--- src/rtl/dbg_bit_pkg.sv ---
package dbg_bit_pkg;

  typedef enum logic [1:0] {
    ST_IDLE = 2'd0,
    ST_SEND = 2'd1,
    ST_DONE = 2'd2,
    ST_HOLD = 2'd3
  } tx_state_e;

  // Last cycle in which the wire is driven for the given bit.
  function automatic int last_drive_cycle(logic b, int one_at, int zero_last);
    return b ? one_at : zero_last + 1;
  endfunction

  // Drive enable for slot cycle c.
  function automatic logic drive_enable_at(logic b, int c, int one_at, int zero_last);
    if (b) return (c == one_at);
    return (c <= zero_last + 1);
  endfunction

  // Drive level for slot cycle c (meaningful only while enabled).
  function automatic logic drive_level_at(logic b, int c, int zero_last);
    if (b) return 1'b1;
    return (c == zero_last + 1);
  endfunction

endpackage

--- src/rtl/dbg_line_sync.sv ---
module dbg_line_sync #(
  parameter int STAGES = 2
) (
  input  logic clk,
  input  logic rst_n,
  input  logic line_i,
  output logic line_s_o,
  output logic fall_o
);

  logic [STAGES-1:0] chain_q;
  logic              prev_q;

  generate
    if (STAGES == 1) begin : g_single
      always_ff @(posedge clk or negedge rst_n) begin
        if (!rst_n) chain_q <= '1;
        else        chain_q <= line_i;
      end
    end else begin : g_multi
      always_ff @(posedge clk or negedge rst_n) begin
        if (!rst_n) chain_q <= '1;
        else        chain_q <= {chain_q[STAGES-2:0], line_i};
      end
    end
  endgenerate

  always_ff @(posedge clk or negedge rst_n) begin
    if (!rst_n) prev_q <= 1'b1;
    else        prev_q <= chain_q[STAGES-1];
  end

  assign line_s_o = chain_q[STAGES-1];
  assign fall_o   = prev_q & ~chain_q[STAGES-1];

endmodule

--- src/rtl/dbg_drive_map.sv ---
module dbg_drive_map
  import dbg_bit_pkg::*;
#(
  parameter int ONE_AT    = 7,
  parameter int ZERO_LAST = 12,
  parameter int CNT_W     = 4
) (
  input  logic             active_i,
  input  logic             bit_i,
  input  logic [CNT_W-1:0] cnt_i,
  output logic             oe_o,
  output logic             lvl_o,
  output logic             last_o
);

  int c;

  always_comb begin
    c      = int'(cnt_i);
    oe_o   = active_i & drive_enable_at(bit_i, c, ONE_AT, ZERO_LAST);
    lvl_o  = active_i & drive_level_at(bit_i, c, ZERO_LAST);
    last_o = active_i & (c == last_drive_cycle(bit_i, ONE_AT, ZERO_LAST));
  end

endmodule

--- src/rtl/dbg_bit_seq.sv ---
module dbg_bit_seq
  import dbg_bit_pkg::*;
#(
  parameter int CNT_W = 4
) (
  input  logic             clk,
  input  logic             rst_n,
  input  logic             fall_i,
  input  logic             line_s_i,
  input  logic             send_en_i,
  input  logic             bit_i,
  input  logic             last_i,
  output logic             active_o,
  output logic             bit_q_o,
  output logic [CNT_W-1:0] cnt_o,
  output logic             done_o
);

  tx_state_e        state_q, state_d;
  logic [CNT_W-1:0] cnt_q, cnt_d;
  logic             bit_q, bit_d;

  always_comb begin
    state_d = state_q;
    cnt_d   = cnt_q;
    bit_d   = bit_q;
    unique case (state_q)
      ST_IDLE: begin
        if (fall_i && send_en_i) begin
          state_d = ST_SEND;
          cnt_d   = '0;
          bit_d   = bit_i;
        end
      end
      ST_SEND: begin
        if (last_i) state_d = ST_DONE;
        else        cnt_d   = cnt_q + CNT_W'(1);
      end
      ST_DONE: state_d = ST_HOLD;
      ST_HOLD: if (line_s_i) state_d = ST_IDLE;
      default: state_d = ST_IDLE;
    endcase
  end

  always_ff @(posedge clk or negedge rst_n) begin
    if (!rst_n) begin
      state_q <= ST_IDLE;
      cnt_q   <= '0;
      bit_q   <= 1'b0;
    end else begin
      state_q <= state_d;
      cnt_q   <= cnt_d;
      bit_q   <= bit_d;
    end
  end

  assign active_o = (state_q == ST_SEND);
  assign bit_q_o  = bit_q;
  assign cnt_o    = cnt_q;
  assign done_o   = (state_q == ST_DONE);

endmodule

--- src/rtl/dbg_bit_tx.sv ---
module dbg_bit_tx #(
  parameter int SYNC_STAGES = 2,
  parameter int ONE_AT      = 7,
  parameter int ZERO_LAST   = 12
) (
  input  logic clk,
  input  logic rst_n,
  input  logic line_in,
  input  logic bit_val,
  input  logic send_en,
  output logic line_oe,
  output logic line_lvl,
  output logic bit_done
);

  localparam int MAX_CNT = (ONE_AT > ZERO_LAST + 1) ? ONE_AT : ZERO_LAST + 1;
  localparam int CNT_W   = $clog2(MAX_CNT + 1);

  // Named internal events, also watched by the checker.
  logic             line_sync;
  logic             fall_seen;
  logic             seq_busy;
  logic             seq_bit;
  logic [CNT_W-1:0] seq_cnt;
  logic             last_drive;

  dbg_line_sync #(.STAGES(SYNC_STAGES)) u_sync (
    .clk      (clk),
    .rst_n    (rst_n),
    .line_i   (line_in),
    .line_s_o (line_sync),
    .fall_o   (fall_seen)
  );

  dbg_bit_seq #(.CNT_W(CNT_W)) u_seq (
    .clk       (clk),
    .rst_n     (rst_n),
    .fall_i    (fall_seen),
    .line_s_i  (line_sync),
    .send_en_i (send_en),
    .bit_i     (bit_val),
    .last_i    (last_drive),
    .active_o  (seq_busy),
    .bit_q_o   (seq_bit),
    .cnt_o     (seq_cnt),
    .done_o    (bit_done)
  );

  dbg_drive_map #(
    .ONE_AT    (ONE_AT),
    .ZERO_LAST (ZERO_LAST),
    .CNT_W     (CNT_W)
  ) u_map (
    .active_i (seq_busy),
    .bit_i    (seq_bit),
    .cnt_i    (seq_cnt),
    .oe_o     (line_oe),
    .lvl_o    (line_lvl),
    .last_o   (last_drive)
  );

endmodule

--- config.mk ---
export PLATFORM = sky130hd
export DESIGN_NAME = dbg_bit_tx
export DESIGN_NICKNAME = d
export VERILOG_FILES = /design/src/rtl/dbg_bit_pkg.sv /design/src/rtl/dbg_line_sync.sv /design/src/rtl/dbg_drive_map.sv /design/src/rtl/dbg_bit_seq.sv /design/src/rtl/dbg_bit_tx.sv
export SDC_FILE = /design/constraint.sdc
export NUM_CORES = 1
export LEC_CHECK = 0
export ABC_AREA = 0
export ABC_CLOCK_PERIOD_IN_PS = 1700
export BUFFER_PORTS_ARGS = -buffer_cell sky130_fd_sc_hd__clkbuf_2
export CORE_AREA = 2 2 39 41
export CTS_BUF_LIST = sky130_fd_sc_hd__clkbuf_4 sky130_fd_sc_hd__clkbuf_8
export DETAILED_ROUTE_END_ITERATION = 6
export DIE_AREA = 0 0 41 43
export PLACE_DENSITY = 0.76
export SLEW_MARGIN = 5
export SYNTH_ARGS = -nofsm -noshare
export SYNTH_HDL_FRONTEND = slang
export SYNTH_SLANG_ARGS = --single-unit
--- constraint.sdc ---
create_clock -name clk -period 1.7 [get_ports clk]
set_input_delay 0.34 -clock clk [delete_from_list [all_inputs] [get_ports clk]]
set_output_delay 0.34 -clock clk [all_outputs]
set_load 0.005 [all_outputs]
; After elaboration in Yosys (flattened, before gate mapping)
; Cells that the tools add are included.
[totals]
ff_bits = 10
inputBits = 5
out_inout_bits = 3
wordCells = 41
[op_classes]
n_addsub = 1
magnitude_cmp = 1
eq_ne = 10
muxes = 13
n_bitwise = 5
reduce_logical = 6
[ops]
columns = op, n
row1 = 5-bit by 32-bit == test with 1-bit output, 1
row2 = 4-bit 2-to-1 mux, 3
row3 = 2-bit one-hot mux with 4 select lines, 1
row4 = 4-bit one-hot mux with 2 select lines, 1
row5 = 2-bit 2-to-1 mux, 3
row6 = "2-bit != test, second input constant", 3
row7 = 3-bit AND reduction, 2
row8 = 1-bit 2-to-1 mux, 5
row9 = "4-bit by 1-bit adder with 4-bit output, second input constant", 1
row10 = 1-bit AND, 4
row11 = "2-bit == test, second input constant", 2
row12 = "4-bit by 3-bit == test with 1-bit output, second input constant", 1
row13 = "4-bit == test, second input constant", 1
row14 = "4-bit less-or-equal comparator, second input constant", 1
row15 = "2-bit by 1-bit == test with 1-bit output, second input constant", 1
row16 = 2-bit zero test, 1
row17 = "2-bit by 1-bit != test with 1-bit output, second input constant", 1
row18 = 2-bit AND reduction, 1
row19 = 2-bit nonzero test, 1
row20 = 1-bit logical AND, 1
row21 = 1-bit inverter, 1

; Depth between registers and ports, before layout
; Gate-level depths: netlist of the first run.
[logic_depth]
depth_word = 5
ltp_mapped = 6

; Hierarchy
; A second synthesis of the first run with hierarchy kept.
[unflattened]
hier_cells = 56
hier_area_um2 = 645.6
[by_module_without_submodules]
columns = mod, instances, cells_per_inst, area_per_inst_um2, seq_area_each_um2
row1 = dbg_bit_seq, 1, 41, 483.0, 175.2
row2 = dbg_line_sync, 1, 4, 92.6, 78.8
row3 = dbg_drive_map, 1, 11, 70.1, 0.0

; Worst setup path before layout of the first run
; OpenSTA, ideal clock, no wires.
[synth_path]
path_type = reg-to-reg
from = reg u_seq.bit_q, in the netlist u_seq.bit_q_o
to = reg u_seq.cnt_q[1], in the netlist u_seq.cnt_o[1]
setup_time_ns = 0.121
arrival_time_ns = 1.559
t_required_ns = 1.579
setup_slack_ns = 0.020
path_stages_with_launch = 6
n_path_buf = 1
cell_sequence = dfrtp_1 > buf_6 > or3b_1 > a21oi_2 > mux2_1 > a22o_2
[synth_via]
elab_chain_cells = 5
[synth_rtl]
columns = element, line_no
row1 = start: declaration, dbg_bit_seq.sv:21  ; logic bit_q, bit_d;
row2 = start signal: assignment, dbg_bit_seq.sv:53  ; bit_q <= bit_d;
row3 = 4-bit 2-to-1 mux, dbg_bit_pkg.sv:12  ; return b ? one_at : zero_last + 1;
row4 = 5-bit by 32-bit == test with 1-bit output, dbg_drive_map.sv:22  ; last_o = active_i & (c == last_drive_cycle(bit_i, ONE_AT, ZERO_LAST));
row5 = 1-bit AND, dbg_drive_map.sv:22
row6 = 2-bit != test (no source line), -
row7 = 3-bit AND reduction (no source line), -
row8 = end signal: assignment, dbg_bit_seq.sv:52  ; cnt_q <= cnt_d;
row9 = end: declaration, dbg_bit_seq.sv:20  ; logic [CNT_W-1:0] cnt_q, cnt_d;
; No other way between the ends.
; A chain may end at the register's enable or synchronous reset.

; Worst setup path in the final report of the first run
[layout_path]
from = reg u_seq.cnt_q[1], in the netlist u_seq.cnt_o[1]
to = out line_oe
[layout_via]
elab_chain_cells = 4
word_cells_on_any_way = 5
cone_classes = 1 x order compare / 1 x eq/ne / 2 x mux / 1 x bitwise
[layout_rtl]
columns = element, line_no
row1 = branches (longest 2 deep; another with 4-bit less-or-equal comparator), -
row2 = 1-bit 2-to-1 mux *, dbg_bit_pkg.sv:18  ; return (c <= zero_last + 1);
row3 = 1-bit AND *, dbg_drive_map.sv:20  ; oe_o = active_i & drive_enable_at(bit_i, c, ONE_AT, ZERO_LAST);
row4 = end: declaration, dbg_bit_tx.sv:11  ; output logic line_oe,
; Mark *: on every way between the ends. The select of a mux whose other input is x is not followed.

==> results of run 1 <==
[logic make-up after synthesis]
family / synth area share
DFF: 0.384
adders and majority gates: 0.133
and+or+nand+nor: 0.138
muxes: 0.0814
buffers and inverters: 0.0587
AOI/OAI and AO/OA: 0.205
[cells in the final DEF (no fill, tap or decap), types with 2 or more instances in the layout]
cell type | synthesis | layout
sky130_fd_sc_hd__inv_2 | 0 | 2
sky130_fd_sc_hd__ha_4 | 0 | 3
sky130_fd_sc_hd__nor2_1 | 3 | 2
sky130_fd_sc_hd__nand3b_1 | 2 | 2
sky130_fd_sc_hd__a21oi_2 | 1 | 2
sky130_fd_sc_hd__buf_4 | 0 | 12
sky130_fd_sc_hd__clkbuf_4 | 0 | 3
sky130_fd_sc_hd__mux2_2 | 2 | 2
sky130_fd_sc_hd__o21ai_0 | 4 | 4
sky130_fd_sc_hd__clkbuf_2 | 0 | 6
sky130_fd_sc_hd__nand2_1 | 3 | 2
sky130_fd_sc_hd__inv_1 | 5 | 2
sky130_fd_sc_hd__mux2i_1 | 2 | 2
sky130_fd_sc_hd__nand3_1 | 3 | 2
sky130_fd_sc_hd__a21oi_1 | 6 | 5
sky130_fd_sc_hd__dfstp_2 | 3 | 3
sky130_fd_sc_hd__ha_1 | 7 | 3
sky130_fd_sc_hd__dfrtp_1 | 7 | 6
[power by group]
group / total (uW) / internal (uW) / switching (uW) / leakage, uW
logic: 905 / 455 / 450 / 0.000272
registers: 408 / 324 / 84.0 / 0.000119
clock network: 210 / 130 / 79.7 / 0.0000210
total: 1520 / 909 / 614 / 0.000412
[worst reg2reg max path, stage by stage, from the launching register on]
cell and delay [ns]:
sky130_fd_sc_hd__dfrtp_1 0.39, sky130_fd_sc_hd__buf_6 0.14, sky130_fd_sc_hd__buf_4 0.12, sky130_fd_sc_hd__buf_4 0.14
sky130_fd_sc_hd__a21oi_1 0.19, sky130_fd_sc_hd__o21ai_0 0.16, sky130_fd_sc_hd__nand3_2 0.12, sky130_fd_sc_hd__mux2_2 0.33
[final cells by class]
| cell class | count | area (um^2) | share of cell area |
|---|---|---|---|
| multi-input cells | 49 | 424 | 0.468 |
| flip-flops and latches | 10 | 255 | 0.282 |
| repair buffers | 21 | 146 | 0.162 |
| clock buffers | 4 | 36.3 | 0.0401 |
| inverters | 5 | 23.8 | 0.0262 |
| well taps | 16 | 20.0 | 0.0221 |
[metrics by stage]
stage          total power [uW]  cell area (um^2)  cells
3_3_place_gp               1070               741     93
5_1_grt                    1660               906    105
6_report                   1520               906    105
3_5_place_dp               1090               741     93
2_1_floorplan               890               661     67
4_1_cts                    1390               840    103
[state kept, by name (all words and copies together) (netlist names)]
name            flops
u_sync.prev_q       1
u_seq.bit_q_o       1
u_seq.cnt_o         4
u_sync.chain_q      2
u_seq.state_q       2
[worst max path at each step]
stage / from / endpoint / slack (ns) / cells after the start
CTS: u_seq.cnt_o[1] / line_oe / -0.03 / 6
floorplan: u_seq.bit_q_o / u_seq.cnt_o[1] / 0.02 / 5
global placement: u_seq.bit_q_o / u_seq.cnt_o[1] / 0.12 / 4
finish: u_seq.cnt_o[1] / line_oe / -0.05 / 7
detailed placement: u_seq.bit_q_o / u_seq.cnt_o[1] / 0.09 / 4
global route: u_seq.cnt_o[1] / line_oe / -0.12 / 7
[repair_timing]
item | in CTS | in global routing
resized for setup | 7 | 13
pin swaps | 3 | 3
cloned | 0 | 0
buffers inserted | 5 | 2
hold buffers | 1 | 0
hold endpoints to repair | 7 | 0
endpoints found under the setup margin | 2 | 2
[routing by layer]
layer,vias up,wire length [um],global-route usage
met2,15,797,0.334
met1,282,672,0.228
met5,-,0,0
li1,284,-,-
met4,0,25,0.120
met3,4,50,0.0314
==> impl_metrics.csv, run 1 <==
group,metric,value,unit
logic_synthesis,synth-edff-count,0,
drt,routed_wl,1550,um
clock_tree,cts_max_level,1,
cells_and_area,num-nets-final,102,
worst_setup_path,timing.critical_path.cells,"buf_6 -> inv_6 -> ha_4 -> nor2_2 -> a21oi_1 -> o21a_1 -> buf_2",
floorplanning,floorplan.initialDensity,0.477,
place,port_buffers,7,
sta,rsz0062_at_grt,"yes",
sta,slew_headroom,0.766,
logic_synthesis,synth_area,661,um^2
cells_and_area,finalCoreUtilization,0.655,
floorplanning,floorplan.die.width,41,um
logic_synthesis,synth-main-ff-cell,"sky130_fd_sc_hd__dfrtp_1",
sta,setup_tns,-0.0569,ns
pwr,power.density,1680,mW/mm^2
drt,routed_wire_length_per_instance,14.7,um
global_routing,globalRoute.totalOverflow,0,
logic_synthesis,async_reset_ff_frac,1.00,
drt,drt.antenna.violating_nets,0,
logic_synthesis,synth_top_cells_by_area,"sky130_fd_sc_hd__dfrtp_1 27%, sky130_fd_sc_hd__ha_1 13%, sky130_fd_sc_hd__dfstp_2 12%",
status,run_status,"finished with violations",
worst_setup_path,setup.worst_path.end_class,"primary output",
hold_path,hold_depth,1,
global_routing,grt_usage,0.202,
drt,dr.first_iter.drc_count,14,
logic_synthesis,yosys_register_bits,10,
sta,worst_hold_slack,0.154,ns
logic_synthesis,yosys_warnings,0,
drt,dr_total_vias,585,
logic_synthesis,postSynthAreaPerCell,9.86,um^2
worst_setup_path,worstSetupStartpointType,"flop",
place,pre_cts_ws,0.0862,ns
sta,maxClockFrequency,571,MHz
worst_setup_path,crit_type,"reg -> out",
sta,report.final.hold_viol_count,0,
clock_tree,insertion_delay,0.26,ns
floorplanning,core.rowCount,14,
worst_setup_path,crit_path_top_delay_cell,"sky130_fd_sc_hd__dfrtp_1",
cells_and_area,flow.area_growth_from_synthesis,37.1,%
floorplanning,area_of_the_core,0.00138,mm^2
worst_setup_path,max_stage_delay,0.36,ns
floorplanning,die_height,43,um
sta,timing.final.crit_period,1.75,ns
status,failing_checks,"negative setup slack",
logic_synthesis,yosys-top-cells-count,"7 x sky130_fd_sc_hd__dfrtp_1, 7 x sky130_fd_sc_hd__ha_1, 6 x sky130_fd_sc_hd__a21oi_1",
sta,postLayoutSetupSlackWorst,-0.0517,ns
worst_setup_path,r2r-start,"u_seq.cnt_o[1]",
pwr,power_leakage,0.000412,uW
global_routing,vias_in_the_first_global_route,553,
clock_tree,cts_inserted_buffers,3,
sta,fin_skew,0.00128,ns
worst_setup_path,critical_path_arrival,1.41,ns
global_routing,grt_max_degree,11,
cells_and_area,drive_gt1_frac,0.506,
logic_synthesis,synthCells,67,
sta,finalSetupViolations,2,
worst_setup_path,reg2reg_slack,-0.01,ns
clock_tree,root_buffer,"sky130_fd_sc_hd__clkbuf_4",
worst_setup_path,critical_path.top_delay_family,"flip-flops",
logic_synthesis,synthDistinctLibCells,32,
drt,vias_per_cell,5.57,
place,place_hpwl,972,um
hold_path,holdPathEnd,"u_sync.chain_q[0]",
place,gp_congestion,0.787,
sta,final-max-slew-violation-count,0,
sta,finalCritPeriodShare,1.03,
pwr,ir_worst_vdd,827,uV
logic_synthesis,yosys_top_cell_by_area,"sky130_fd_sc_hd__dfrtp_1",
clock_tree,clock_transition_at_the_registers_of_the_reported_paths,0.06,ns
logic_synthesis,synthesis.nets,79,
global_routing,grt_first_pass_wirelength,2310,um
clock_tree,clock_path_buffers,2,
clock_tree,clock_tree_from_tritoncts,"yes",
worst_setup_path,crit_buf_inv,3,
worst_setup_path,r2r-end,"u_seq.state_q[1]",
drt,post-route-drc-count,0,
clock_tree,clock_sink_count,10,
worst_setup_path,crit_fanout,4,
floorplanning,die_area,0.00176,mm^2
sta,worst-slew-pin-transition,0.347,ns
hold_path,timing.hold.worst.start,"line_in",
global_routing,grt_antenna_before_repair,0,
worst_setup_path,worstPathRequired,1.36,ns
hold_path,hold_path.class,"in -> reg",
cells_and_area,number_of_diodes_added_for_antenna_fixing,0,
worst_setup_path,cell_depth_of_the_worst_flop_to_flop_path,7,
drt,drt-pass1-iter-count,4,
logic_synthesis,synth_seq_area_share,0.384,
logic_synthesis,post-synth-top-area-fraction,0.265,
cells_and_area,fillCellCount,117,
floorplanning,top_level_ports,8,
run,drv_cap,0,
No activity file was read; power rests on OpenSTA's default activity.
==> run 2, diff against run 1 <==
Settings changed: PLACE_DENSITY 0.76 to 0.72, RECOVER_POWER set to 50.
==> run 2 against run 1 <==
  * The flow still finishes with violations (negative setup slack)
  * Sequential power decreased by 1%
  * Clock skew barely moved
  * Die area unchanged
  * Fmax grew 2.6%
  * Total power down 1.3%
  * Utilization is 0.99 points higher
  * Clock power barely moved
  * Combinational power down 2%
  * Hold slack gained 0.0029 ns
  * Sequential share of layout area decreased by 0.42 points
  * Largest cell class unchanged
  * First-iteration DRC count is 43% lower
==> impl_metrics.csv, run 2 (synthesis gave the netlist of run 1 again) <==
group,metric,value,unit
place,place_hpwl,947,um
pwr,ir_worst_vdd,736,uV
floorplanning,die_area,0.00176,mm^2
clock_tree,clock_tree_from_tritoncts,"yes",
place,port_buffers,7,
clock_tree,clock_transition_at_the_registers_of_the_reported_paths,0.06,ns
global_routing,globalRoute.totalOverflow,0,
cells_and_area,mostFrequentLayoutCells,"14 x sky130_fd_sc_hd__buf_4, 6 x sky130_fd_sc_hd__a21oi_1, 6 x sky130_fd_sc_hd__dfrtp_1",
clock_tree,insertion_delay,0.26,ns
pwr,p_total,1500,uW
cells_and_area,stdcell_count,108,
worst_setup_path,worstSetupStartpointType,"flop",
clock_tree,clock_sink_count,10,
cells_and_area,number_of_diodes_added_for_antenna_fixing,0,
drt,routed_wl,1470,um
sta,fin_skew,0.00138,ns
floorplanning,core.rowCount,14,
status,failing_checks,"negative setup slack",
worst_setup_path,crit_path_top_delay_cell,"sky130_fd_sc_hd__dfrtp_1",
sta,slew_headroom,0.650,
sta,finalSetupViolations,1,
sta,rsz0062_at_grt,"yes",
worst_setup_path,timing.critical_path.cells,"buf_6 -> inv_4 -> ha_4 -> nor2_2 -> a21oi_1 -> o21a_1 -> clkbuf_2",
worst_setup_path,setup.worst_path.end_class,"primary output",
cells_and_area,flow.area_growth_from_synthesis,39.2,%
global_routing,grt_antenna_before_repair,0,
drt,post-route-drc-count,0,
sta,maxClockFrequency,586,MHz
drt,routed_wire_length_per_instance,13.6,um
sta,setup_tns,-0.00683,ns
sta,finalCritPeriodShare,1.00,
worst_setup_path,crit_type,"reg -> out",
cells_and_area,most_common_cell_after_layout_fill_and_taps_aside,"sky130_fd_sc_hd__buf_4",
run,drv_cap,0,
floorplanning,area_of_the_core,0.00138,mm^2
drt,dr_total_vias,571,
clock_tree,clock_path_buffers,2,
drt,vias_per_cell,5.29,
hold_path,hold_path.class,"in -> reg",
cells_and_area,drive_gt1_frac,0.478,
place,dp_cells,93,
drt,drt-pass1-iter-count,4,
status,run_status,"finished with violations",
sta,final-max-slew-violation-count,0,
floorplanning,top_level_ports,8,
drt,drt.antenna.violating_nets,0,
sta,report.final.hold_viol_count,0,
cells_and_area,largest_register_ff_count,4,
worst_setup_path,max_stage_delay,0.39,ns
clock_tree,cts_max_level,1,
worst_setup_path,crit_fanout,3,
place,gp_congestion,0.734,
floorplanning,floorplan.initialDensity,0.477,
floorplanning,floorplan.die.width,41,um
cells_and_area,num-nets-final,105,
sta,worst_hold_slack,0.157,ns
sta,timing.final.crit_period,1.71,ns
floorplanning,die_height,43,um
cells_and_area,fillCellCount,106,
global_routing,grt_first_pass_wirelength,2270,um
worst_setup_path,worstPathRequired,1.36,ns
global_routing,vias_in_the_first_global_route,557,
clock_tree,cts_inserted_buffers,3,
sta,postLayoutSetupSlackWorst,-0.00683,ns
global_routing,grt_usage,0.198,
sta,worst-slew-pin-transition,0.526,ns
pwr,power.density,1630,mW/mm^2
worst_setup_path,critical_path_arrival,1.37,ns
global_routing,grt_max_degree,11,
pwr,power_leakage,0.000417,uW
clock_tree,root_buffer,"sky130_fd_sc_hd__clkbuf_4",
worst_setup_path,crit_buf_inv,3,
drt,dr.first_iter.drc_count,8,
worst_setup_path,critical_path.top_delay_family,"flip-flops",
run 2: final cells by class:
cell class	count	area [um^2]	share of cell area
timing repair buffer	24	171	0.186
clock buffer	4	36.3	0.0395
multi-input combinational	49	415	0.452
tap	16	20.0	0.0218
inverter	5	21.3	0.0231
sequential	10	255	0.278
run 2: path summary, 6_finish.rpt:
path	startpoint	to	slack (ns)	depth (start not counted)
worst max-delay path	u_seq.cnt_o[1]	line_oe	-0.007	7
worst min-delay path	line_in	u_sync.chain_q[0]	0.16	1
worst max register to register	u_seq.cnt_o[1]	u_seq.cnt_o[2]	0.03	8
worst min register to register	u_sync.chain_q[0]	u_sync.chain_q[1]	0.36	0
max in group asynchronous	rst_n	u_seq.cnt_o[0]	0.76	2
min in group asynchronous	rst_n	u_seq.state_q[0]	0.56	2
run 2: where the power goes:
group	total, uW	internal (uW)	leakage, uW	switching (uW)
clock network	209	130	0.0000210	79.3
registers	403	324	0.000119	78.7
logic	891	459	0.000277	432
run 2: repair_timing:
action / in CTS / in global routing
endpoints found under the hold margin: 7 / 0
setup buffers: 8 / 2
pin swaps: 2 / 3
endpoints found under the setup margin: 2 / 3
gates resized for setup: 9 / 8
hold buffers: 1 / 0
cloned: 0 / 0
run 2: metal layers:
metal	part of all wire	routed length [um]	track usage
met5	0	0	0
met1	0.42	617	0.207
met4	0.021	31	0.140
met2	0.54	793	0.331
met3	0.018	26	0.0314
run 2: per-stage QoR:
stage | utilization | area [um^2] | worst slack [ns]
finish | 0.665 | 920 | -0.00683
global route | 0.665 | 920 | -0.0880
CTS | 0.630 | 872 | -0.0130
detailed placement | 0.535 | 741 | 0.0849
global placement | 0.535 | 741 | 0.116
floorplan | - | 661 | 0.0202
==> run 3, diff against run 2 <==
Settings changed: CTS_BUF_LIST sky130_fd_sc_hd__clkbuf_4 sky130_fd_sc_hd__clkbuf_8 to sky130_fd_sc_hd__clkbuf_8.
==> run 3 against run 2 <==
  * The flow now finishes without violations
  * First-iteration DRC count increased by 38%
  * Register-to-register slack about the same
  * Final cell count decreased by 2.8%
  * Sequential power decreased by 2%
  * Utilization decreased by 1.2 points
  * Critical endpoint unchanged
==> impl_metrics.csv, run 3 (synthesis gave the netlist of run 1 again) <==
group,metric,value,unit
cells_and_area,fillCellCount,113,
cells_and_area,mostFrequentLayoutCells,"11 x sky130_fd_sc_hd__buf_4, 6 x sky130_fd_sc_hd__a21oi_1, 6 x sky130_fd_sc_hd__clkbuf_2, 6 x sky130_fd_sc_hd__dfrtp_1",
clock_tree,clock_tree_from_tritoncts,"yes",
global_routing,vias_in_the_first_global_route,535,
global_routing,grt_max_degree,11,
drt,drt-pass1-iter-count,2,
global_routing,globalRoute.totalOverflow,0,
worst_setup_path,r2r-start,"u_seq.cnt_o[1]",
sta,worst-slew-pin-transition,0.527,ns
floorplanning,floorplan.die.width,41,um
worst_setup_path,cp-startpoint,"u_seq.cnt_o[1]",
worst_setup_path,worstSetupStartpointType,"flop",
worst_setup_path,r2r-end,"u_seq.cnt_o[2]",
cells_and_area,flow.area_growth_from_synthesis,36.7,%
global_routing,grt_first_pass_wirelength,2160,um
run,drv_cap,0,
sta,maxClockFrequency,595,MHz
cells_and_area,largest_register_ff_count,4,
sta,report.final.hold_viol_count,0,
worst_setup_path,worstPathRequired,1.36,ns
floorplanning,area_of_the_core,0.00138,mm^2
cells_and_area,multi_input_comb_area,403,um^2
pwr,power.density,1690,mW/mm^2
sta,final-max-slew-violation-count,0,
sta,timing.final.crit_period,1.68,ns
worst_setup_path,crit_buf_inv,2,
drt,dr.first_iter.drc_count,11,
floorplanning,floorplan.initialDensity,0.477,
worst_setup_path,setup.worst_path.end_class,"primary output",
status,run_status,"finished, final reports clean",
cells_and_area,seqCellArea,255,um^2
worst_setup_path,max_stage_delay,0.38,ns
clock_tree,clock_path_buffers,2,
place,port_buffers,7,
worst_setup_path,crit_path_end,"line_oe",
sta,finalCritPeriodShare,0.989,
sta,finalSetupViolations,0,
floorplanning,top_level_ports,8,
floorplanning,die_height,43,um
cells_and_area,num-nets-final,102,
pwr,power_leakage,0.000407,uW
sta,rsz0062_at_grt,"yes",
cells_and_area,stdcell_count,105,
global_routing,grt_usage,0.191,
worst_setup_path,crit_fanout,3,
sta,fin_skew,0.00211,ns
worst_setup_path,crit_type,"reg -> out",
hold_path,hold_path.class,"in -> reg",
floorplanning,core.rowCount,14,
drt,routed_wl,1440,um
cells_and_area,number_of_diodes_added_for_antenna_fixing,0,
cells_and_area,drive_gt1_frac,0.449,
global_routing,grt_antenna_before_repair,0,
sta,setup_tns,0,ns
place,dpl-instance-area,741,um^2
worst_setup_path,reg2reg_slack,0.03,ns
sta,slew_headroom,0.649,
clock_tree,insertion_delay,0.23,ns
drt,routed_wire_length_per_instance,13.7,um
worst_setup_path,critical_path_arrival,1.34,ns
drt,vias_per_cell,5.36,
place,place_hpwl,947,um
worst_setup_path,timing.critical_path.cells,"buf_6 -> ha_2 -> nand2_1 -> a21oi_1 -> o21a_1 -> clkbuf_2",
drt,dr_total_vias,563,
worst_setup_path,critical_path.top_delay_family,"flip-flops",
worst_setup_path,crit_path_top_delay_cell,"sky130_fd_sc_hd__dfrtp_1",
clock_tree,cts_max_level,1,
floorplanning,die_area,0.00176,mm^2
clock_tree,clock_transition_at_the_registers_of_the_reported_paths,0.05,ns
worst_setup_path,cell_depth_of_the_worst_flop_to_flop_path,8,
place,dp_cells,93,
clock_tree,cts_inserted_buffers,3,
drt,post-route-drc-count,0,
clock_tree,clock_sink_count,10,
cells_and_area,most_common_cell_after_layout_fill_and_taps_aside,"sky130_fd_sc_hd__buf_4",
drt,drt.antenna.violating_nets,0,
pwr,ir_worst_vdd,901,uV
place,gp_congestion,0.734,
worst_setup_path,cp.depth,6,
cells_and_area,final_design_area_excluding_fillers,903,um^2
clock_tree,root_buffer,"sky130_fd_sc_hd__clkbuf_8",
run 3: cell count changes in the layout (fill, tap and decap cells not counted), sizes merged:
cell / before / now
buf: 17 / 13
clkbuf: 10 / 11
run 3: cell type report:
| cell class | count | share of cell area |
|---|---|---|
| well taps | 16 | 0.0222 |
| inverters | 5 | 0.0235 |
| flip-flops and latches | 10 | 0.283 |
| multi-input cells | 49 | 0.446 |
| repair buffers | 21 | 0.165 |
| clock buffers | 4 | 0.0609 |
run 3: repair_timing:
| item | 4_1_cts | 5_1_grt |
|---|---|---|
| hold buffers | 1 | 0 |
| endpoints found under the hold margin | 7 | 0 |
| resized for setup | 5 | 9 |
| setup endpoints to repair | 1 | 3 |
| setup buffers | 5 | 2 |
| pin swaps | 2 | 3 |
run 3: routing by layer:
metal / vias to the layer above / GRT usage / wire length (um) / part of all wire
li1: 284 / - / - / -
met5: - / 0 / 0 / 0
met2: 7 / 0.319 / 769 / 0.54
met3: 4 / 0.0314 / 23 / 0.016
met1: 268 / 0.197 / 610 / 0.43
met4: 0 / 0.140 / 31 / 0.022
run 3: worst min path at each step:
| stage | cells after the start | endpoint | from | slack [ns] |
|---|---|---|---|---|
| final | 1 | u_sync.chain_q[0] | line_in | 0.19 |
| after global routing | 1 | u_sync.chain_q[0] | line_in | 0.18 |
| after CTS | 1 | u_sync.chain_q[0] | line_in | 0.18 |
| after detailed placement | 1 | u_seq.cnt_o[1] | rst_n | 0.22 |
| after global placement | 1 | u_seq.cnt_o[3] | rst_n | 0.21 |
| after floorplan | 0 | u_seq.bit_q_o | rst_n | 0.04 |
run 3: where the power goes:
part	internal, uW	total [uW]	switching, uW
registers	325	396	70.6
clock network	203	291	88.0
logic	422	842	420
run 3: worst reg2reg max path: stages, from the launching register on:
cell and delay (ns):
sky130_fd_sc_hd__dfrtp_1 0.36, sky130_fd_sc_hd__buf_6 0.12, sky130_fd_sc_hd__ha_2 0.17, sky130_fd_sc_hd__nand2_1 0.08, sky130_fd_sc_hd__buf_4 0.14, sky130_fd_sc_hd__buf_4 0.12, sky130_fd_sc_hd__buf_4 0.12, sky130_fd_sc_hd__buf_4 0.12
sky130_fd_sc_hd__o31a_2 0.33
run 3: stage by stage:
stage / worst slack (ns) / hold WS, ns / power, uW / utilization
after global routing: -0.0480 / 0.179 / 1640 / 0.653
final: 0.0192 / 0.189 / 1530 / 0.653
after CTS: 0.00785 / 0.182 / 1430 / 0.617
after detailed placement: 0.0849 / 0.215 / 1090 / 0.535
after floorplan: 0.0202 / 0.0444 / 890 / -
after global placement: 0.116 / 0.214 / 1070 / 0.535
